**src/rtl/sdclk_pkg.sv**
```systemverilog
package sdclk_pkg;

  localparam int STEP_W = 5;

  typedef enum logic [2:0] {
    ADR_CTRL   = 3'd0,
    ADR_MODE   = 3'd1,
    ADR_LOCAL  = 3'd2,
    ADR_SELECT = 3'd3,
    ADR_DELAY  = 3'd4
  } reg_addr_e;

  localparam int CTRL_TX_RUN_BIT = 8;
  localparam int CTRL_SD_RUN_BIT = 12;
  localparam int CTRL_RX_RUN_BIT = 16;
  localparam int LOC_GEN_BIT     = 16;
  localparam int LOC_TX_BIT      = 17;
  localparam int LOC_CARD_BIT    = 18;

  typedef struct packed {
    logic div_mode;
    logic tx_en;
    logic card_on;
  } ctl_bits_t;

  // Steps per base period for each 3-bit code.
  function automatic logic [STEP_W-1:0] steps_of(input logic [2:0] code);
    logic [STEP_W-1:0] n;
    case (code)
      3'd0:    n = 5'd20;
      3'd1:    n = 5'd10;
      3'd2:    n = 5'd16;
      3'd3:    n = 5'd8;
      3'd4:    n = 5'd12;
      3'd5:    n = 5'd6;
      3'd6:    n = 5'd5;
      default: n = 5'd4;
    endcase
    return n;
  endfunction

endpackage

```
**src/rtl/sdclk_regs.sv**
```systemverilog
module sdclk_regs
  import sdclk_pkg::*;
#(
  parameter int FREQ_W    = 10,
  parameter int DLY_W     = 5,
  parameter int DLY_RESET = 5
) (
  input  logic              clk,
  input  logic              rst_n,
  input  logic              wr_en,
  input  logic [2:0]        addr,
  input  logic [31:0]       wdata,
  output logic [31:0]       rdata,
  input  logic [FREQ_W-1:0] host_freq,
  input  ctl_bits_t         host_bits,
  input  logic              tx_run,
  input  logic              sd_run,
  input  logic              rx_run,
  output logic              soft_rst,
  output logic [1:0]        src_sel,
  output logic [2:0]        steps_code,
  output logic [FREQ_W-1:0] eff_freq,
  output ctl_bits_t         eff_bits,
  output logic [DLY_W-1:0]  dly
);

  logic              soft_rst_q, soft_rst_d;
  logic [1:0]        src_q, src_d;
  logic [2:0]        code_q, code_d;
  logic [FREQ_W-1:0] loc_freq_q, loc_freq_d;
  ctl_bits_t         loc_bits_q, loc_bits_d;
  logic [3:0]        sel_q, sel_d;
  logic [DLY_W-1:0]  dly_q, dly_d;

  always_comb begin
    soft_rst_d = soft_rst_q;
    src_d      = src_q;
    code_d     = code_q;
    loc_freq_d = loc_freq_q;
    loc_bits_d = loc_bits_q;
    sel_d      = sel_q;
    dly_d      = dly_q;
    if (wr_en) begin
      case (reg_addr_e'(addr))
        ADR_CTRL:   soft_rst_d = wdata[0];
        ADR_MODE: begin
          src_d  = wdata[1:0];
          code_d = wdata[6:4];
        end
        ADR_LOCAL: begin
          loc_freq_d          = wdata[FREQ_W-1:0];
          loc_bits_d.div_mode = wdata[LOC_GEN_BIT];
          loc_bits_d.tx_en    = wdata[LOC_TX_BIT];
          loc_bits_d.card_on  = wdata[LOC_CARD_BIT];
        end
        ADR_SELECT: sel_d = wdata[3:0];
        ADR_DELAY:  dly_d = wdata[DLY_W-1:0];
        default: ;
      endcase
    end
  end

  always_ff @(posedge clk or negedge rst_n) begin
    if (!rst_n) begin
      soft_rst_q <= 1'b1;
      src_q      <= '0;
      code_q     <= '0;
      loc_freq_q <= '0;
      loc_bits_q <= '0;
      sel_q      <= '0;
      dly_q      <= DLY_W'(DLY_RESET);
    end else begin
      soft_rst_q <= soft_rst_d;
      src_q      <= src_d;
      code_q     <= code_d;
      loc_freq_q <= loc_freq_d;
      loc_bits_q <= loc_bits_d;
      sel_q      <= sel_d;
      dly_q      <= dly_d;
    end
  end

  always_comb begin
    rdata = '0;
    case (reg_addr_e'(addr))
      ADR_CTRL: begin
        rdata[0]               = soft_rst_q;
        rdata[CTRL_TX_RUN_BIT] = tx_run;
        rdata[CTRL_SD_RUN_BIT] = sd_run;
        rdata[CTRL_RX_RUN_BIT] = rx_run;
      end
      ADR_MODE: begin
        rdata[1:0] = src_q;
        rdata[6:4] = code_q;
      end
      ADR_LOCAL: begin
        rdata[FREQ_W-1:0]   = loc_freq_q;
        rdata[LOC_GEN_BIT]  = loc_bits_q.div_mode;
        rdata[LOC_TX_BIT]   = loc_bits_q.tx_en;
        rdata[LOC_CARD_BIT] = loc_bits_q.card_on;
      end
      ADR_SELECT: rdata[3:0]       = sel_q;
      ADR_DELAY:  rdata[DLY_W-1:0] = dly_q;
      default: ;
    endcase
  end

  // Field-by-field choice between host pin and local register.
  assign eff_freq          = sel_q[0] ? loc_freq_q          : host_freq;
  assign eff_bits.div_mode = sel_q[1] ? loc_bits_q.div_mode : host_bits.div_mode;
  assign eff_bits.tx_en    = sel_q[2] ? loc_bits_q.tx_en    : host_bits.tx_en;
  assign eff_bits.card_on  = sel_q[3] ? loc_bits_q.card_on  : host_bits.card_on;

  assign soft_rst   = soft_rst_q;
  assign src_sel    = src_q;
  assign steps_code = code_q;
  assign dly        = dly_q;

endmodule

```
**src/rtl/sdclk_phase.sv**
```systemverilog
module sdclk_phase
  import sdclk_pkg::*;
#(
  parameter int FREQ_W = 10,
  parameter int DLY_W  = 5,
  parameter int CNT_W  = STEP_W + FREQ_W + 1
) (
  input  logic              clk,
  input  logic              rst_n,
  input  logic              run,
  input  logic              tick,
  input  logic [STEP_W-1:0] steps,
  input  logic [FREQ_W-1:0] freq,
  input  ctl_bits_t         bits_in,
  input  logic [DLY_W-1:0]  dly,
  output logic              tx_clk,
  output logic              card_clk,
  output logic              rx_clk,
  output logic              wrap,
  output logic              cur_tx_en,
  output logic              cur_card_on
);

  logic [CNT_W-1:0] pos_q, pos_d;
  logic [CNT_W-1:0] len_q, len_d;
  logic [CNT_W-1:0] half_q, half_d;
  logic [CNT_W-1:0] dly_q, dly_d;
  logic             tx_en_q, tx_en_d;
  logic             card_q, card_d;

  logic [FREQ_W:0]  ratio;
  logic [CNT_W-1:0] new_len;
  logic [CNT_W-1:0] new_dly;
  logic [CNT_W-1:0] step_lim;
  logic             last;
  logic             load;
  logic [CNT_W-1:0] shifted;

  // Candidate configuration for the next output cycle.
  always_comb begin
    ratio    = bits_in.div_mode ? ({1'b0, freq} + (FREQ_W+1)'(1)) : (FREQ_W+1)'(1);
    new_len  = CNT_W'(steps) * CNT_W'(ratio);
    step_lim = CNT_W'(steps) - CNT_W'(1);
    new_dly  = (CNT_W'(dly) > step_lim) ? step_lim : CNT_W'(dly);
  end

  assign last = (pos_q == len_q - CNT_W'(1));
  assign wrap = run & tick & last;
  assign load = !run || wrap;

  always_comb begin
    pos_d   = pos_q;
    len_d   = len_q;
    half_d  = half_q;
    dly_d   = dly_q;
    tx_en_d = tx_en_q;
    card_d  = card_q;
    if (!run) begin
      pos_d = '0;
    end else if (tick) begin
      pos_d = last ? '0 : pos_q + CNT_W'(1);
    end
    if (load) begin
      len_d   = new_len;
      half_d  = new_len >> 1;
      dly_d   = new_dly;
      tx_en_d = bits_in.tx_en;
      card_d  = bits_in.card_on;
    end
  end

  always_ff @(posedge clk or negedge rst_n) begin
    if (!rst_n) begin
      pos_q   <= '0;
      len_q   <= CNT_W'(4);
      half_q  <= CNT_W'(2);
      dly_q   <= '0;
      tx_en_q <= 1'b0;
      card_q  <= 1'b0;
    end else begin
      pos_q   <= pos_d;
      len_q   <= len_d;
      half_q  <= half_d;
      dly_q   <= dly_d;
      tx_en_q <= tx_en_d;
      card_q  <= card_d;
    end
  end

  // Card and receive phase: transmit phase moved later by the delay.
  assign shifted = (pos_q >= dly_q) ? (pos_q - dly_q) : (pos_q + len_q - dly_q);

  assign tx_clk      = run & tx_en_q & (pos_q < half_q);
  assign card_clk    = run & card_q  & (shifted < half_q);
  assign rx_clk      = run & tx_en_q & (shifted < half_q);
  assign cur_tx_en   = tx_en_q;
  assign cur_card_on = card_q;

endmodule

```
**src/rtl/sdclk_status.sv**
```systemverilog
module sdclk_status (
  input  logic clk,
  input  logic rst_n,
  input  logic run,
  input  logic wrap,
  input  logic cur_tx_en,
  input  logic cur_card_on,
  output logic tx_run,
  output logic sd_run,
  output logic rx_run
);

  logic tx_q, tx_d, sd_q, sd_d, rx_q, rx_d;

  always_comb begin
    tx_d = tx_q;
    sd_d = sd_q;
    rx_d = rx_q;
    if (!run) begin
      tx_d = 1'b0;
      sd_d = 1'b0;
      rx_d = 1'b0;
    end else if (wrap) begin
      tx_d = cur_tx_en;
      sd_d = cur_card_on;
      rx_d = cur_tx_en;
    end
  end

  always_ff @(posedge clk or negedge rst_n) begin
    if (!rst_n) begin
      tx_q <= 1'b0;
      sd_q <= 1'b0;
      rx_q <= 1'b0;
    end else begin
      tx_q <= tx_d;
      sd_q <= sd_d;
      rx_q <= rx_d;
    end
  end

  assign tx_run = tx_q;
  assign sd_run = sd_q;
  assign rx_run = rx_q;

endmodule

```
**src/rtl/sdclk_phase_gen.sv**
```systemverilog
module sdclk_phase_gen
  import sdclk_pkg::*;
#(
  parameter int FREQ_W    = 10,
  parameter int DLY_W     = 5,
  parameter int DLY_RESET = 5
) (
  input  logic              clk,
  input  logic              rst_n,
  input  logic              src_tick,
  input  logic              reg_wr_en,
  input  logic [2:0]        reg_addr,
  input  logic [31:0]       reg_wdata,
  output logic [31:0]       reg_rdata,
  input  logic [FREQ_W-1:0] host_freq_sel,
  input  logic              host_div_mode,
  input  logic              host_tx_en,
  input  logic              host_card_on,
  output logic              tx_clk_o,
  output logic              card_clk_o,
  output logic              rx_clk_o
);

  localparam int CNT_W = STEP_W + FREQ_W + 1;

  logic [1:0]        rst_sync_q;
  logic              rst_int_n;
  logic              soft_rst;
  logic [1:0]        src_sel;
  logic [2:0]        steps_code;
  logic [FREQ_W-1:0] eff_freq;
  ctl_bits_t         eff_bits;
  ctl_bits_t         host_bits;
  logic [DLY_W-1:0]  dly;
  logic              run;
  logic              wrap;
  logic              cur_tx_en;
  logic              cur_card_on;
  logic              tx_run, sd_run, rx_run;

  always_ff @(posedge clk or negedge rst_n) begin
    if (!rst_n) rst_sync_q <= 2'b00;
    else        rst_sync_q <= {rst_sync_q[0], 1'b1};
  end
  assign rst_int_n = rst_sync_q[1];

  assign host_bits.div_mode = host_div_mode;
  assign host_bits.tx_en    = host_tx_en;
  assign host_bits.card_on  = host_card_on;

  sdclk_regs #(
    .FREQ_W(FREQ_W), .DLY_W(DLY_W), .DLY_RESET(DLY_RESET)
  ) u_regs (
    .clk(clk), .rst_n(rst_int_n),
    .wr_en(reg_wr_en), .addr(reg_addr), .wdata(reg_wdata), .rdata(reg_rdata),
    .host_freq(host_freq_sel), .host_bits(host_bits),
    .tx_run(tx_run), .sd_run(sd_run), .rx_run(rx_run),
    .soft_rst(soft_rst), .src_sel(src_sel), .steps_code(steps_code),
    .eff_freq(eff_freq), .eff_bits(eff_bits), .dly(dly)
  );

  assign run = !soft_rst && (src_sel != 2'd0);

  sdclk_phase #(
    .FREQ_W(FREQ_W), .DLY_W(DLY_W), .CNT_W(CNT_W)
  ) u_phase (
    .clk(clk), .rst_n(rst_int_n), .run(run), .tick(src_tick),
    .steps(steps_of(steps_code)), .freq(eff_freq), .bits_in(eff_bits), .dly(dly),
    .tx_clk(tx_clk_o), .card_clk(card_clk_o), .rx_clk(rx_clk_o),
    .wrap(wrap), .cur_tx_en(cur_tx_en), .cur_card_on(cur_card_on)
  );

  sdclk_status u_status (
    .clk(clk), .rst_n(rst_int_n), .run(run), .wrap(wrap),
    .cur_tx_en(cur_tx_en), .cur_card_on(cur_card_on),
    .tx_run(tx_run), .sd_run(sd_run), .rx_run(rx_run)
  );

endmodule

```
**config.mk**
```make
export PLATFORM = sky130hd
export DESIGN_NAME = sdclk_phase_gen
export DESIGN_NICKNAME = d
export VERILOG_FILES = /design/src/rtl/sdclk_pkg.sv /design/src/rtl/sdclk_regs.sv /design/src/rtl/sdclk_phase.sv /design/src/rtl/sdclk_status.sv /design/src/rtl/sdclk_phase_gen.sv
export SDC_FILE = /design/constraint.sdc
export NUM_CORES = 1
export LEC_CHECK = 0
export BUFFER_PORTS_ARGS = -buffer_cell sky130_fd_sc_hd__buf_2
export CAP_MARGIN = 30
export CELL_PAD_IN_SITES_DETAIL_PLACEMENT = 1
export CELL_PAD_IN_SITES_GLOBAL_PLACEMENT = 1
export CORE_AREA = 3 3 176 178
export CTS_BUF_LIST = sky130_fd_sc_hd__clkbuf_4
export DETAILED_ROUTE_END_ITERATION = 10
export DIE_AREA = 0 0 179 181
export PLACE_DENSITY = 0.66
export SLEW_MARGIN = 5
export SYNTH_ARGS = -nofsm -noshare
export SYNTH_HDL_FRONTEND = slang
export SYNTH_SLANG_ARGS = --single-unit
```
**constraint.sdc**
```tcl
create_clock -name clk -period 4.9 [get_ports clk]
set_input_delay 0.49 -clock clk [delete_from_list [all_inputs] [get_ports clk]]
set_output_delay 0.49 -clock clk [all_outputs]
set_load 0.005 [all_outputs]
```
[After elaboration in Yosys (flattened, before gate mapping)]
Index checks and enable logic that the tools add are counted.
Operators by class
  mux-type cells: 26
  multiply operators: 1
  add/sub/neg operators: 7
  reduce and logical (&&, ||, !) cells: 12
  eq/ne operators: 13
  bitwise gates (word level): 7
  order comparisons: 4
Operator list (count)
  $mux W16: 5
  $pmux W5 S7: 1
  $lt A16 B15 Y1: 2
  $sub A16 B16 Y16: 2
  $add A16 B1 Y16 const B: 1
  $add A16 B16 Y16: 1
  $eq A16 B16 Y1: 1
  $ge A16 B16 Y1: 1
  $gt A5 B16 Y1: 1
  $mul A5 B11 Y16: 1
  $sub A16 B1 Y16 const B: 1
  $eq A3 B2 Y1 const B: 4
  $eq A3 B3 Y1 const B: 4
  $add A10 B1 Y11 const B: 1
  $mux W11: 1
  $mux W1: 10
  $mux W10: 1
  $reduce_and A2 Y1: 5
  $and A1 B1 Y1: 7
  $eq A3 B1 Y1 const B: 2
  $logic_not A3 Y1: 2
  $pmux W2 S3: 1
  $sub A5 B1 Y6 const B: 1
  $pmux W1 S5: 1
  other kinds (10): 13
Storage, ports and cells
  word-level logic and storage cells: 88
  input port bits: 52
  register bits: 97
  output and inout bits: 35

[Longest topological paths before layout]
Gate-level depths: netlist of run 1.
  depth after elaboration: 6
  mapped depth: 24
  gate-level depth less buffers: 23

[Hierarchy]
From an unflattened synthesis of run 1, not the netlist that was laid out.
Unflattened totals
  cells, all modules: 1039
  area, all modules: 9053.7 um^2
By module, submodules not included
  sdclk_phase: seq. area each 1002.2 um^2, instances 1, cells an instance 881, area each 7156.9 um^2
  sdclk_regs: seq. area each 704.4 um^2, instances 1, cells an instance 140, area each 1701.6 um^2
  sdclk_phase_gen: seq. area each 50.0 um^2, instances 1, cells an instance 11, area each 105.1 um^2
  sdclk_status: seq. area each 50.0 um^2, instances 1, cells an instance 7, area each 90.1 um^2

[Worst setup path before layout of run 1]
OpenSTA, ideal clock, no wires.
  path kind: reg2reg
  from: reg u_regs.sel_q[0]
  to: reg u_phase.len_q[14]
  library setup time: 124 ps
  period minus slack after synthesis: 5158 ps
  cell stages (with the launch flop): 20
  slack: -258 ps
  buffers on the path: 1
  data required time: 4776 ps
  arrival: 5034 ps
  cell sequence: dfrtp_1 > clkbuf_1 > mux2_2 > ha_1 > and2_1 > or3_1 > or2_2 > fa_1 > fa_1 > fa_1 > inv_1 > ha_1 > a211oi_1 > nor2_1 > o211ai_1 > a21oi_1 > nor4_1 > o21ai_0 > xnor2_1 > o21ai_1
On the way
  cells in the longest elaborated chain, start to end: 4
Ends and longest elaborated chain
  from (decl): RTL line sdclk_regs.sv:32  | logic [3:0] sel_q, sel_d;
  from (signal assigned): RTL line sdclk_regs.sv:78  | sel_q <= sel_d;
  $mux W10: RTL line sdclk_regs.sv:109  | assign eff_freq = sel_q[0] ? loc_freq_q : host_freq;
  $add A10 B1 Y11: RTL line sdclk_phase.sv:41  | ratio = bits_in.div_mode ? ({1'b0, freq} + (FREQ_W+1)'(1)) : (FREQ_W+1)'(1);
  $mux W11: RTL line sdclk_phase.sv:41
  $mul A5 B11 Y16: RTL line sdclk_phase.sv:42  | new_len = CNT_W'(steps) * CNT_W'(ratio);
  to (signal assigned): RTL line sdclk_phase.sv:82  | len_q <= len_d;
  to (decl): RTL line sdclk_phase.sv:25  | logic [CNT_W-1:0] len_q, len_d;
Every way passes these cells.
A chain may end at the register's enable or synchronous reset.

[Worst setup path after layout of run 1]
  from: reg u_phase.pos_q[0]
  to: out rx_clk_o
On the way
  cells in the longest elaborated chain, start to end: 5
  elaborated cells on any way between the ends: 7
  classes of those cells: 3 x add/sub; 2 x order compare; 1 x mux; 1 x bitwise
Ends and longest elaborated chain
  from (decl): RTL line sdclk_phase.sv:24  | logic [CNT_W-1:0] pos_q, pos_d;
  from (signal assigned): RTL line sdclk_phase.sv:81  | pos_q <= pos_d;
  $add A16 B16 Y16: RTL line sdclk_phase.sv:91  | assign shifted = (pos_q >= dly_q) ? (pos_q - dly_q) : (pos_q + len_q - dly_q);
  $sub A16 B16 Y16: RTL line sdclk_phase.sv:91
  $mux W16 (*): RTL line sdclk_phase.sv:91
  $lt A16 B15 Y1 (*): RTL line sdclk_phase.sv:95  | assign rx_clk = run & tx_en_q & (shifted < half_q);
  $and A1 B1 Y1 (*): RTL line sdclk_phase.sv:95
  to (decl): RTL line sdclk_phase_gen.sv:21  | output logic rx_clk_o
Mark *: on every way between the ends. The rest lies on a longest branch, timed or not.

==> results list, run 1 <==
- The run finished, with violations left.
- The checks that failed: setup timing.
* Overflow left after global routing: 0
- Summing the areas of all compound-gate instances in the mapped netlist gives 16.4% of the synthesized area.
- First-pass DRT Iterations: 5
- Total die area: 32400 sq um
- Worst setup path category: reg2out
- The cell that appears most often on the critical path is sky130_fd_sc_hd__a211oi_2.
* Number of buffers inserted during clock tree synthesis: 9
* Number of cells in the finished layout apart from fillers: 1615
- The most used flip-flop cell after synthesis is sky130_fd_sc_hd__dfrtp_1.
- The clock net in this run drives a total of 72 sinks.
- TritonCTS built the clock tree.
- Post-synthesis cell type count: 69
* Area of placed instances: 10000 sq um
* Share of the cycle needed by the critical path after routing: 101%
- Data arrival time of the critical path: 4.47 ns
- Via count of the first global-routing pass: 8642
* Number of setup violations in the final report: 2
* Height of the chip: 181 um
- Dividing total power by cell area gives a power density of 603 nW/um^2.
- Worst-path maximum fanout: 11
- Mean instance size in the synthesized netlist: 8.35 sq um
- Layout cell share with drive strength beyond 1: 30.4%
- Maximum resistive drop on vdd: 0.233 mV
* Number of slew-limit violations in the final report: 0
* Root buffer cell: sky130_fd_sc_hd__clkbuf_4
- For the worst setup path, the data required time is 4.41 ns.
* Number of placed I/O pins: 87
- Setup repair after global routing could not meet its margin everywhere.
* Slew of the pin with the lowest slew margin: 0.671 ns
- Count of mapped cells out of synthesis: 1056
- The H-tree was split into 3 levels.
- Number of nets in the finished design: 1406
- After clock tree synthesis, the clock-pin slew on the worst setup and hold paths is 0.15 ns.
* P_leak: 5.31 nW
- On the critical path the largest part of the delay comes from compound AO/OA/AOI/OAI gates.
* Total detailed-routing wirelength: 28.1 mm
* Placer's final routability congestion estimate: 0.896
- For this run, the number of Yosys warnings is 0.
- Final non-filler cell area: 11400 sq um
* Die W: 179 um
- The tightest min-delay check is of the reg2async type.
- Of all flip-flops after synthesis, the portion carrying an async set or reset was 100%.
* Total power consumption of the routed design: 0.00685 W
- Placed Cells incl. Taps: 1549
* Main combinational cell family by area after synthesis: adder cells
* Number of port buffers: 49
* Normalized max-slew margin: 54.8%
- Global routing used 2.08% of the available met3 tracks.
- For this run, the register share of the synthesized area comes to 20.5%.
* Count leader, synth: sky130_fd_sc_hd__inv_1
- Synthesis-stage register bit count: 72
- After detailed routing, the average wire length per cell comes to 17.4 um.
- Largest buffer count on any clock path: 2
* Simple-Gate Fraction of Synth Area: 18.1%
* Largest net degree at the start of global routing: 71
- Max Fclk: 202 MHz
* Count of routing violations after the opening detailed-route iteration: 336
- Effective utilization at floorplan: 29.8%
* XOR/XNOR share of the synthesized area: 7.05%
- Yosys attributes the largest share of cell area to sky130_fd_sc_hd__dfrtp_1, sky130_fd_sc_hd__ha_1, sky130_fd_sc_hd__fa_1, sky130_fd_sc_hd__inv_1, sky130_fd_sc_hd__xnor2_1.
- Of the post-synthesis cell area, the part taken by muxes is 6.64%.
* Most used routing layer: met2
* Number of vias per cell after detailed routing: 5.02
* Cell area after synthesis: 8820 sq um
- Hold is met by 0.132 ns.
* Total core area: 29600 sq um
- Traced cell by cell, the critical path runs through inv_2, ha_4, clkinvlp_4, fa_2, a211oi_2, o211ai_1, nand2_1, a21oi_1, o21ai_1, buf_4, o21ba_4, buf_6, buf_8, mux2i_2, ha_1, nand4_1, a21oi_2, a211oi_2, o21a_1, o21ai_2, nor3_2, buf_2.
- Of all cell types, the one taking the most synthesized area is sky130_fd_sc_hd__dfrtp_1.
- The final hold violation count was 0.
- M1 GR Usage: 21.8%
* Number of vias after detailed routing: 8106
- Worst stage delay on the critical path: 0.43 ns
- Synth-to-layout area growth: 28.8%
* First-pass GRT wire length: 44.2 mm
* Buffers plus inverters on the worst setup path: 6
* Worst slack at placement: -0.353 ns
* Met2 layer usage reported by global route: 29.0%
* Clock latency reported for the late side of the worst-skew pair: 0.48 ns
- Portion of synthesized cell area occupied by the leading cell type: 19.3%
- The detail route stage leaves a number of antenna-violating nets equal to 0.
- The worst path in the final design needs a cycle of 4.96 ns, including I/O delays and setup.
* Final setup margin: -0.0585 ns
- The largest individual stage delay along the critical path comes from the cell sky130_fd_sc_hd__dfrtp_1.
- Counting instances in the post-synthesis netlist gives the leading cell types as sky130_fd_sc_hd__inv_1, sky130_fd_sc_hd__nor2_1, sky130_fd_sc_hd__ha_1, sky130_fd_sc_hd__nand2_1, sky130_fd_sc_hd__dfrtp_1.
* Max-cap violation count: 0
- Antenna violations before repair: 1
* Placement Rows: 63
- The worst setup path is captured at a primary output.
- The worst setup path is launched from a flop.
- Adder and majority gate portion of the synthesized area: 22.8%
- For the final database, setup skew stands at 0.0435 ns.
- EDFF count, synth: 0
* Post-detail-place hpwl: 21.3 mm
- Global router's overall resource usage: 16.8%
- For this run, design rule violations remaining after detail routing come to 0.
-- cells in the final DEF, fill, tap and decap left out, drive strengths merged, types with 4 or more instances in the layout --
| master | netlist | routed |
|---|---|---|
| dfrtp | 68 | 68 |
| xor2 | 28 | 28 |
| nand4 | 11 | 11 |
| a21o | 24 | 24 |
| nor2b | 9 | 9 |
| o21bai | 5 | 5 |
| ha | 92 | 92 |
| a31oi | 28 | 28 |
| and2 | 8 | 8 |
| nand2 | 84 | 84 |
| nand2b | 9 | 9 |
| o21a | 7 | 7 |
| inv | 119 | 121 |
| nand3b | 7 | 7 |
| dfstp | 4 | 4 |
| clkbuf | 23 | 9 |
| a2111oi | 4 | 4 |
| conb | 2 | 19 |
| a211oi | 9 | 9 |
| a21oi | 49 | 49 |
| mux2 | 34 | 34 |
| fa | 43 | 43 |
| nor2 | 96 | 96 |
| or3 | 5 | 5 |
| o211ai | 11 | 11 |
| and3 | 22 | 22 |
| nand3 | 31 | 31 |
| nor3 | 22 | 22 |
| or2 | 5 | 5 |
| mux2i | 18 | 18 |
| buf | 29 | 185 |
| o31ai | 4 | 4 |
| o21ai | 63 | 63 |
| xnor2 | 43 | 43 |
| nor4 | 8 | 8 |
-- flip-flops by register name (all words and copies together) (netlist names) --
| signal | count |
|---|---|
| u_regs.loc_freq_q | 10 |
| u_regs.steps_code | 3 |
| u_phase.pos_q | 16 |
| u_status.sd_run | 1 |
| u_phase.dly_q | 6 |
| u_phase.cur_card_on | 1 |
| u_regs.dly | 5 |
| u_status.tx_run | 1 |
| rst_sync_q | 2 |
| u_regs.loc_bits_q | 3 |
| u_regs.sel_q | 4 |
| u_regs.src_sel | 2 |
| u_regs.soft_rst | 1 |
| u_phase.len_q | 16 |
| u_phase.cur_tx_en | 1 |
-- metrics by stage --
step | TNS (ns) | utilization, %
floorplan | 0 | -
global placement | -0.581 | 33.9
detailed placement | -1.07 | 33.9
CTS | -0.200 | 36.1
global route | -1.56 | 38.4
finish | -0.117 | 38.4
-- metal layers --
metal / share of wire, % / wire length [um] / vias up
met5: 0 / 0 / -
met4: 2.4 / 673 / 0
met3: 2.7 / 753 / 38
met2: 51 / 14200 / 139
met1: 44 / 12500 / 3978
li1: - / - / 3951
-- layout make-up --
type | instances | area, sq um
Sequential cell | 72 | 1810
Antenna cell | 1 | 2.50
Timing Repair Buffer | 186 | 1370
Multi-Input combinational cell | 831 | 7080
Clock buffer | 9 | 67.6
Tap cell | 390 | 488
Fill cell | 3512 | 18200
Inverter | 119 | 454
Clock inverter | 7 | 83.8
-- repair_timing --
action,4_1_cts,5_1_grt
pin swaps,60,94
buffers inserted,25,21
endpoints found under the setup margin,6,10
hold buffers,1,0
cloned,1,0
gates resized for setup,81,108
hold endpoints to repair,2,0
-- kinds of logic (layout without fill, tap and decap cells) --
kind of cell / count (synthesis) / after routing
simple gates: 325 / 325
other cells: 2 / 20
buf+inv: 171 / 321
fa+ha+maj: 135 / 135
flops: 72 / 72
xor+xnor: 71 / 71
mux: 53 / 53
compound gates: 227 / 228
-- worst paths after layout --
check	from	to	slack (ns)	depth (start not counted)
worst max-delay path	u_phase.pos_q[0]	rx_clk_o	-0.06	22
worst min-delay path	rst_sync_q[1]	u_phase.pos_q[2]	0.13	0
worst max register to register	u_regs.sel_q[0]	u_phase.len_q[11]	0.02	20
worst min register to register	rst_sync_q[1]	u_phase.pos_q[2]	0.13	0
max in group asynchronous	rst_sync_q[1]	u_phase.len_q[2]	4.17	1
min in group clk	reg_wdata[17]	u_regs.loc_bits_q[1]	0.22	2
-- power by group --
group	switching (W)	total, W	internal (W)	leakage (nW)
logic	0.00289	0.00549	0.00261	4.33
clock network	0.000279	0.000444	0.000165	0.0795
registers	0.000162	0.000907	0.000746	0.901
(Power assumes the default switching activity.)
==> inputs of run 2 (changes only) <==
==> constraint.sdc (replaced) <==
create_clock -name clk -period 4.9 [get_ports clk]
set_input_delay 0.735 -clock clk [delete_from_list [all_inputs] [get_ports clk]]
set_output_delay 0.735 -clock clk [all_outputs]
set_load 0.005 [all_outputs]
==> run 2 against run 1 <==
Net effect: the flow still finishes with violations (setup timing); clock skew grew 0.0016 ns; non-clock buffer count decreased by 2; power decreased by 3.4%; register-to-register slack worse by 0.04 ns; final area fell by 1.8%; die area unchanged; critical path depth down 2; sequential cell count stayed put; critical endpoint is now card_clk_o; largest power group unchanged; highest routed layer unchanged.
==> results list, run 2 (synthesized netlist as in run 1, its figures left out) <==
- The count of vias placed by the detailed router is 8033 (was 8106).
- TritonCTS clock tree: built (unchanged)
- Outcome: complete, but fails checks (unchanged).
- The number of rows in the core area came to 63 (unchanged).
* Total core area: 29600 sq um (unchanged)
- The maximum vdd ir drop was 0.193 mV (was 0.233 mV).
* Height of the chip: 181 um (unchanged)
- Wire length per cell: 17.1 um (was 17.4 um)
- The final setup violation count is 3 (was 2).
* Largest net degree at the start of global routing: 71 (unchanged)
- First-pass GRT wire length: 43.3 mm (was 44.2 mm)
* Total detailed-routing wirelength: 27.6 mm (was 28.1 mm)
* Root buffer cell: sky130_fd_sc_hd__clkbuf_4 (unchanged)
* Hold WC Path Type: reg2async (unchanged)
* Layout Skew: 0.0450 ns (was 0.0435 ns)
* Clock-pin transition on the worst setup and hold timing paths: 0.16 ns (was 0.15 ns)
- The initial DRC count is 299 (was 336).
- Top Registers: u_phase.len_q: 16 flops, u_phase.pos_q: 16 flops, u_regs.loc_freq_q: 10 flops (unchanged)
- Setup repair after global routing missed its margin: true (unchanged)
- The slew at the pin closest to its max-slew limit is 0.668 ns (was 0.671 ns).
- Share of the cycle needed by the critical path after routing: 107% (was 101%)
* Total die area: 32400 sq um (unchanged)
- The relative slew slack is 55.3% (was 54.8%).
- The critical path class is reg2out (unchanged).
* Layout cell share with drive strength beyond 1: 28.4% (was 30.4%)
- Number of slew-limit violations in the final report: 0 (unchanged)
- Data arrival time of the critical path: 4.52 ns (was 4.47 ns)
- The number of top-level pins is 87 (unchanged).
- The cell area power density is 593 nW/um^2 (was 603 nW/um^2).
- Most common cell after layout, fill and taps aside: sky130_fd_sc_hd__buf_4 (unchanged)
- Final hold vios: 0 (unchanged)
- The leftover overflow at the end of global routing is 0 (unchanged).
- Die W: 179 um (unchanged)
- Via count of the first global-routing pass: 8387 (was 8642)
- The deepest clock path buffer count came to 2 (unchanged).
* Final setup margin: -0.354 ns (was -0.0585 ns)
- Post-detail-place hpwl: 21.7 mm (was 21.3 mm)
* Utilization after layout: 37.7% (was 38.4%)
- Worst setup SP type: flop (unchanged)
* Number of filler instances in the final layout: 3521 (was 3512)
- Synth-to-layout area growth: 26.5% (was 28.8%)
- The detailed-router iteration count before antenna repair was 4 (was 5).
- Number of vias per cell after detailed routing: 4.98 (was 5.02)
- The net count of the finished layout was 1403 (was 1406).
- The instance count after placement with tap cells included came to 1573 (was 1549).
- The antenna violation net count after detailed routing came to 0 (unchanged).
* Clock latency reported for the late side of the worst-skew pair: 0.50 ns (was 0.48 ns)
- The maximum clock frequency came to 190 MHz (was 202 MHz).
* Max-cap violation count: 0 (unchanged)
* Effective utilization at floorplan: 29.8% (unchanged)
- The number of antenna violations at the first check in global routing was 1 (unchanged).
- The number of clock buffers inserted by TritonCTS is 9 (unchanged).
* Fin crit period: 5.25 ns (was 4.96 ns)
- The leakage power came to 5.27 nW (was 5.31 nW).
- Leading cell types in the layout, fill and taps excluded: sky130_fd_sc_hd__buf_4, sky130_fd_sc_hd__inv_1, sky130_fd_sc_hd__ha_1, sky130_fd_sc_hd__nor2_1, sky130_fd_sc_hd__nand2_1 (was sky130_fd_sc_hd__buf_4, sky130_fd_sc_hd__inv_1, sky130_fd_sc_hd__nor2_1, sky130_fd_sc_hd__nand2_1, sky130_fd_sc_hd__ha_1)
* Kind of end point of the critical path: primary output (unchanged)
- Global router's overall resource usage: 16.6% (was 16.8%)
- The count of input and output buffers was 49 (unchanged).
* Number of cells in the finished layout apart from fillers: 1612 (was 1615)
- Clock Sinks: 72 (unchanged)
- Drt drc: 0 (unchanged)
* Data required time of the worst path: 4.16 ns (was 4.41 ns)
* Placer's final routability congestion estimate: 0.875 (was 0.896)
- Failing checks: setup timing (unchanged)
* Total number of H-tree levels: 3 (unchanged)
- The largest driver fanout on the critical path is 3 (was 11).
==> run 2: critical path, stage by stage (launching register included) <==
cell and delay [ns]:
sky130_fd_sc_hd__dfstp_2 0.57, sky130_fd_sc_hd__inv_2 0.05, sky130_fd_sc_hd__fa_1 0.50, sky130_fd_sc_hd__inv_2 0.05, sky130_fd_sc_hd__ha_4 0.28, sky130_fd_sc_hd__o21ai_4 0.06
sky130_fd_sc_hd__o21a_1 0.20, sky130_fd_sc_hd__buf_6 0.12, sky130_fd_sc_hd__o211ai_1 0.27, sky130_fd_sc_hd__a31oi_2 0.18, sky130_fd_sc_hd__buf_4 0.17, sky130_fd_sc_hd__xnor2_2 0.12
sky130_fd_sc_hd__nand2_1 0.06, sky130_fd_sc_hd__o21ai_1 0.06, sky130_fd_sc_hd__ha_1 0.29, sky130_fd_sc_hd__nand4_1 0.18, sky130_fd_sc_hd__nor4_2 0.34, sky130_fd_sc_hd__o31ai_2 0.12
sky130_fd_sc_hd__o21ai_2 0.18, sky130_fd_sc_hd__nor3_2 0.07, sky130_fd_sc_hd__buf_2 0.14
==> run 2: what timing repair did <==
item | in CTS | in global routing
setup buffers | 9 | 13
endpoints found under the hold margin | 2 | 0
setup endpoints to repair | 7 | 10
pin swaps | 47 | 70
gates resized for setup | 50 | 89
hold buffers | 1 | 0
==> run 2: routing by layer <==
layer / wire length [um] / share of wire [%] / global-route usage (%)
met1: 12800 / 46 / 22.1
met3: 550 / 2.0 / 1.47
met5: 0 / 0 / 0
met4: 493 / 1.8 / 3.80
met2: 13800 / 50 / 28.9
==> run 2: stage by stage <==
stage	total power (W)	instance area (sq um)	setup TNS (ns)	hold slack (ns)	setup slack (ns)
global placement	0.00524	10200	-2.16	0.336	-0.438
detailed placement	0.00539	10200	-3.44	0.337	-0.597
floorplan	0.00387	8910	-0.104	0.331	-0.102
finish	0.00661	11200	-0.719	0.147	-0.354
global route	0.00728	11200	-1.82	0.162	-0.634
CTS	0.00620	10600	-0.874	0.372	-0.423
==> run 2: cell type report <==
class | instances | area (sq um) | share of cell area, %
repair buffers | 184 | 1330 | 11.9
diodes | 1 | 2.50 | 0.0224
clock inverters | 7 | 83.8 | 0.752
flip-flops and latches | 72 | 1810 | 16.3
clock buffers | 9 | 67.6 | 0.606
inverters | 119 | 447 | 4.00
multi-input cells | 830 | 6920 | 62.1
well taps | 390 | 488 | 4.37
==> run 2: report_power, final <==
part | internal [W] | total [W] | switching, W
logic | 0.00251 | 0.00527 | 0.00276
registers | 0.000744 | 0.000896 | 0.000151
clock network | 0.000165 | 0.000450 | 0.000285
total | 0.00342 | 0.00661 | 0.00320
==> run 2: worst paths after layout <==
check | slack [ns] | startpoint | cells past startpoint | end
worst max register to register | -0.02 | u_regs.sel_q[0] | 18 | u_phase.len_q[14]
worst max-delay path | -0.35 | u_phase.len_q[2] | 20 | card_clk_o
worst min-delay path | 0.15 | rst_sync_q[1] | 0 | u_phase.dly_q[3]
min in group clk | 0.37 | rst_sync_q[0] | 0 | rst_sync_q[1]
worst min register to register | 0.15 | rst_sync_q[1] | 0 | u_phase.dly_q[3]
max in group asynchronous | 4.16 | rst_sync_q[1] | 1 | u_phase.len_q[10]
==> inputs of run 3 (changes only) <==
--- a/config.mk
+++ b/config.mk
@@ -6,7 +6,6 @@
 export NUM_CORES = 1
 export LEC_CHECK = 0
 export BUFFER_PORTS_ARGS = -buffer_cell sky130_fd_sc_hd__buf_2
-export CAP_MARGIN = 30
 export CELL_PAD_IN_SITES_DETAIL_PLACEMENT = 1
 export CELL_PAD_IN_SITES_GLOBAL_PLACEMENT = 1
 export CORE_AREA = 3 3 176 178
==> constraint.sdc (replaced) <==
create_clock -name clk -period 4.9 [get_ports clk]
set_input_delay 0.735 -clock clk [delete_from_list [all_inputs] [get_ports clk]]
set_output_delay 0.735 -clock clk [all_outputs]
set_load 0.01 [all_outputs]
==> run 3 against run 2 <==
Net effect: the flow still finishes with violations (setup timing); die area unchanged; register-to-register slack improved by 0.14 ns; maximum frequency down 0.57%; via count hardly changed; largest power group unchanged.
==> results list, run 3 (synthesized netlist as in run 1, its figures left out) <==
- Outcome: complete, but fails checks (unchanged).
* Failing checks: setup timing (unchanged)
* Layout Skew: 0.0461 ns (was 0.0450 ns)
- The destination of the critical timing path was card_clk_o (unchanged).
- The critical path class was reg2out (unchanged).
- Reg power frac: 13.6% (was 13.5%)
* Worst slack at placement: -0.338 ns (was -0.597 ns)
- Antenna violations before repair: 1 (unchanged)
- Placement Rows: 63 (unchanged)
- First-pass GRT wire length: 43.6 mm (was 43.3 mm)
- Number of placed I/O pins: 87 (unchanged)
- The setup TNS is -0.763 ns (was -0.719 ns).
- The horizontal die dimension is 179 um (unchanged).
- The sort of element at the end of the critical path was a primary output (unchanged).
- The final weighted congestion of routability-driven global placement was 0.886 (was 0.875).
- Post-detail-place hpwl: 21.8 mm (was 21.7 mm)
* Global router's overall resource usage: 16.6% (about the same)
* Leading cell types in the layout, fill and taps excluded: sky130_fd_sc_hd__buf_4, sky130_fd_sc_hd__inv_1, sky130_fd_sc_hd__nor2_1, sky130_fd_sc_hd__ha_1, sky130_fd_sc_hd__nand2_1 (was sky130_fd_sc_hd__buf_4, sky130_fd_sc_hd__inv_1, sky130_fd_sc_hd__ha_1, sky130_fd_sc_hd__nor2_1, sky130_fd_sc_hd__nand2_1)
- The post-detailed-route wirelength per cell came to 16.5 um (was 17.1 um).
* Worst reg2reg setup slack: 0.12 ns (was -0.02 ns)
- P_leak: 5.26 nW (was 5.27 nW)
- Overflow left after global routing: 0 (unchanged)
* First-pass DRT Iterations: 4 (unchanged)
- The clock latency on the worst-skew pair was 0.49 ns (was 0.50 ns).
- Internal: 0.00341 W (was 0.00342 W)
* Most common cell after layout, fill and taps aside: sky130_fd_sc_hd__buf_4 (unchanged)
* Maximum resistive drop on vdd: 0.184 mV (was 0.193 mV)
* Met2 layer usage reported by global route: 29.1% (was 28.9%)
* Share of the cycle needed by the critical path after routing: 108% (was 107%)
* Layout cell share with drive strength beyond 1: 28.3% (was 28.4%)
* Number of vias per cell after detailed routing: 4.98 (about the same)
- The maximum clock frequency came to 189 MHz (was 190 MHz).
- Final hold vios: 0 (unchanged)
- Count of routing violations after the opening detailed-route iteration: 298 (was 299)
- Most used routing layer: met2 (unchanged)
- Length in cells of the worst reg-to-reg path: 18 (unchanged)
- Switching power: 0.00323 W (was 0.00320 W)
- The end of the worst register-to-register path is u_phase.len_q[14] (unchanged).
- Data arrival time of the critical path: 4.55 ns (was 4.52 ns)
- The post-route minimum period is 5.28 ns (was 5.25 ns).
- The library cell used as clock root buffer was sky130_fd_sc_hd__clkbuf_4 (unchanged).
- Clock Sinks: 72 (unchanged)
- Largest buffer count on any clock path: 2 (unchanged)
- The antenna violation net count after detailed routing is 0 (unchanged).
- Clk pwr share: 6.8% (about the same)
- Drt drc: 0 (unchanged)
- GR Util met3: 1.79% (was 1.47%)
- The critical register-to-register path startpoint is u_regs.sel_q[0] (unchanged).
- The origin of the worst setup path is u_phase.len_q[2] (unchanged).
* Final setup margin: -0.385 ns (was -0.354 ns)
- The relative slew slack is 36.0% (was 55.3%).
* Clock-pin transition on the worst setup and hold timing paths: 0.18 ns (was 0.16 ns)
- Share of power burned in combinational logic: 79.6% (was 79.7%)
- Max-cap violation count: 0 (unchanged)
- Number of buffers inserted during clock tree synthesis: 9 (unchanged)
* Slew of the pin with the lowest slew margin: 0.960 ns (was 0.668 ns)
- The largest driver fanout on the critical path is 3 (unchanged).
- Top Registers: u_phase.len_q: 16 flops, u_phase.pos_q: 16 flops, u_regs.loc_freq_q: 10 flops (unchanged)
- The switching fraction of total power was 48.6% (was 48.3%).
* M1 GR Usage: 21.7% (was 22.1%)
- The H-tree depth came to 3 (unchanged).
- Setup repair after global routing missed its margin: true (unchanged).
- The count of input and output buffers is 49 (unchanged).
- Total core area: 29600 sq um (unchanged)
* Via count of the first global-routing pass: 8640 (was 8387)
* Total die area: 32400 sq um (unchanged)
* Synth-to-layout area growth: 25.5% (was 26.5%)
- The net count of the finished layout is 1406 (was 1403).
- The die height is 181 um (unchanged).
* Effective utilization at floorplan: 29.8% (unchanged)
- Number of vias after detailed routing: 8040 (was 8033)
- The largest net degree at the start of global routing was 71 (unchanged).
- TritonCTS clock tree: built (unchanged)
* Worst setup SP type: flop (unchanged)
* Total detailed-routing wirelength: 26.6 mm (was 27.6 mm)
- The number of max-slew violations in the final report is 0 (unchanged).
* Number of setup violations in the final report: 2 (was 3)
* Data required time of the worst path: 4.16 ns (about the same)
* Power density over the cells: 600 nW/um^2 (was 593 nW/um^2)
- The class of the most critical hold timing path is reg2reg (was reg2async).
## run 3: through the flow
step	hold WS, ns	cells	cell area (sq um)	util (%)	power (W)
2_1_floorplan	0.331	1073	8940	-	0.00389
3_3_place_gp	0.338	1587	10300	35.0	0.00535
3_5_place_dp	0.341	1587	10300	35.0	0.00553
4_1_cts	0.377	1608	10700	36.3	0.00638
5_1_grt	0.402	1616	11100	37.4	0.00732
6_report	0.383	1616	11100	37.4	0.00664
## run 3: power by group through the flow
| stage | logic (W) | registers [W] | clock network, W |
|---|---|---|---|
| 6_report | 0.00529 | 0.000905 | 0.000453 |
| 5_1_grt | 0.00591 | 0.000930 | 0.000487 |
| 4_1_cts | 0.00501 | 0.000905 | 0.000466 |
| 3_5_place_dp | 0.00462 | 0.000916 | 0 |
| 3_3_place_gp | 0.00445 | 0.000906 | 0 |
| 2_1_floorplan | 0.00301 | 0.000881 | 0 |
## run 3: cell type report
cell class | instances | area [sq um]
flip-flops and latches | 72 | 1810
clock inverters | 7 | 83.8
fillers | 3549 | 18500
well taps | 390 | 488
diodes | 2 | 5.00
repair buffers | 187 | 1320
clock buffers | 9 | 67.6
inverters | 119 | 450
multi-input cells | 830 | 6840
## run 3: worst max-delay path: stages, from the launching register on
cell                       delay, ns
sky130_fd_sc_hd__dfstp_2        0.58
sky130_fd_sc_hd__inv_2          0.06
sky130_fd_sc_hd__fa_1           0.50
sky130_fd_sc_hd__inv_2          0.05
sky130_fd_sc_hd__ha_4           0.28
sky130_fd_sc_hd__o21ai_4        0.06
sky130_fd_sc_hd__o21a_1         0.19
sky130_fd_sc_hd__buf_4          0.14
sky130_fd_sc_hd__o211ai_1       0.23
sky130_fd_sc_hd__a31oi_2        0.17
sky130_fd_sc_hd__buf_4          0.17
sky130_fd_sc_hd__xnor2_1        0.13
sky130_fd_sc_hd__nand2_1        0.09
sky130_fd_sc_hd__o21ai_2        0.05
sky130_fd_sc_hd__ha_1           0.29
sky130_fd_sc_hd__nand4_1        0.23
sky130_fd_sc_hd__nor4_4         0.34
sky130_fd_sc_hd__o31ai_2        0.11
sky130_fd_sc_hd__o21ai_2        0.18
sky130_fd_sc_hd__nor3_2         0.06
sky130_fd_sc_hd__buf_2          0.15
## run 3: what timing repair did
action                                  in CTS  in global routing
endpoints found under the hold margin        2                  0
resized for setup                           52                 71
setup buffers                                4                  6
pin swaps                                   52                 64
endpoints found under the setup margin       5                  9
hold buffers                                 1                  0
## run 3: worst min path at each step
| stage | cells past startpoint | startpoint | end |
|---|---|---|---|
| after floorplan | 0 | rst_sync_q[0] | rst_sync_q[1] |
| after global placement | 0 | rst_sync_q[0] | rst_sync_q[1] |
| after detailed placement | 0 | rst_sync_q[0] | rst_sync_q[1] |
| after CTS | 0 | rst_sync_q[0] | rst_sync_q[1] |
| after global routing | 0 | rst_sync_q[0] | rst_sync_q[1] |
| final | 0 | rst_sync_q[0] | rst_sync_q[1] |
## run 3: metal layers
metal,share of wire [%],vias up
met2,50,107
li1,-,3960
met4,1.8,0
met3,3.1,29
met1,45,3944
met5,0,-
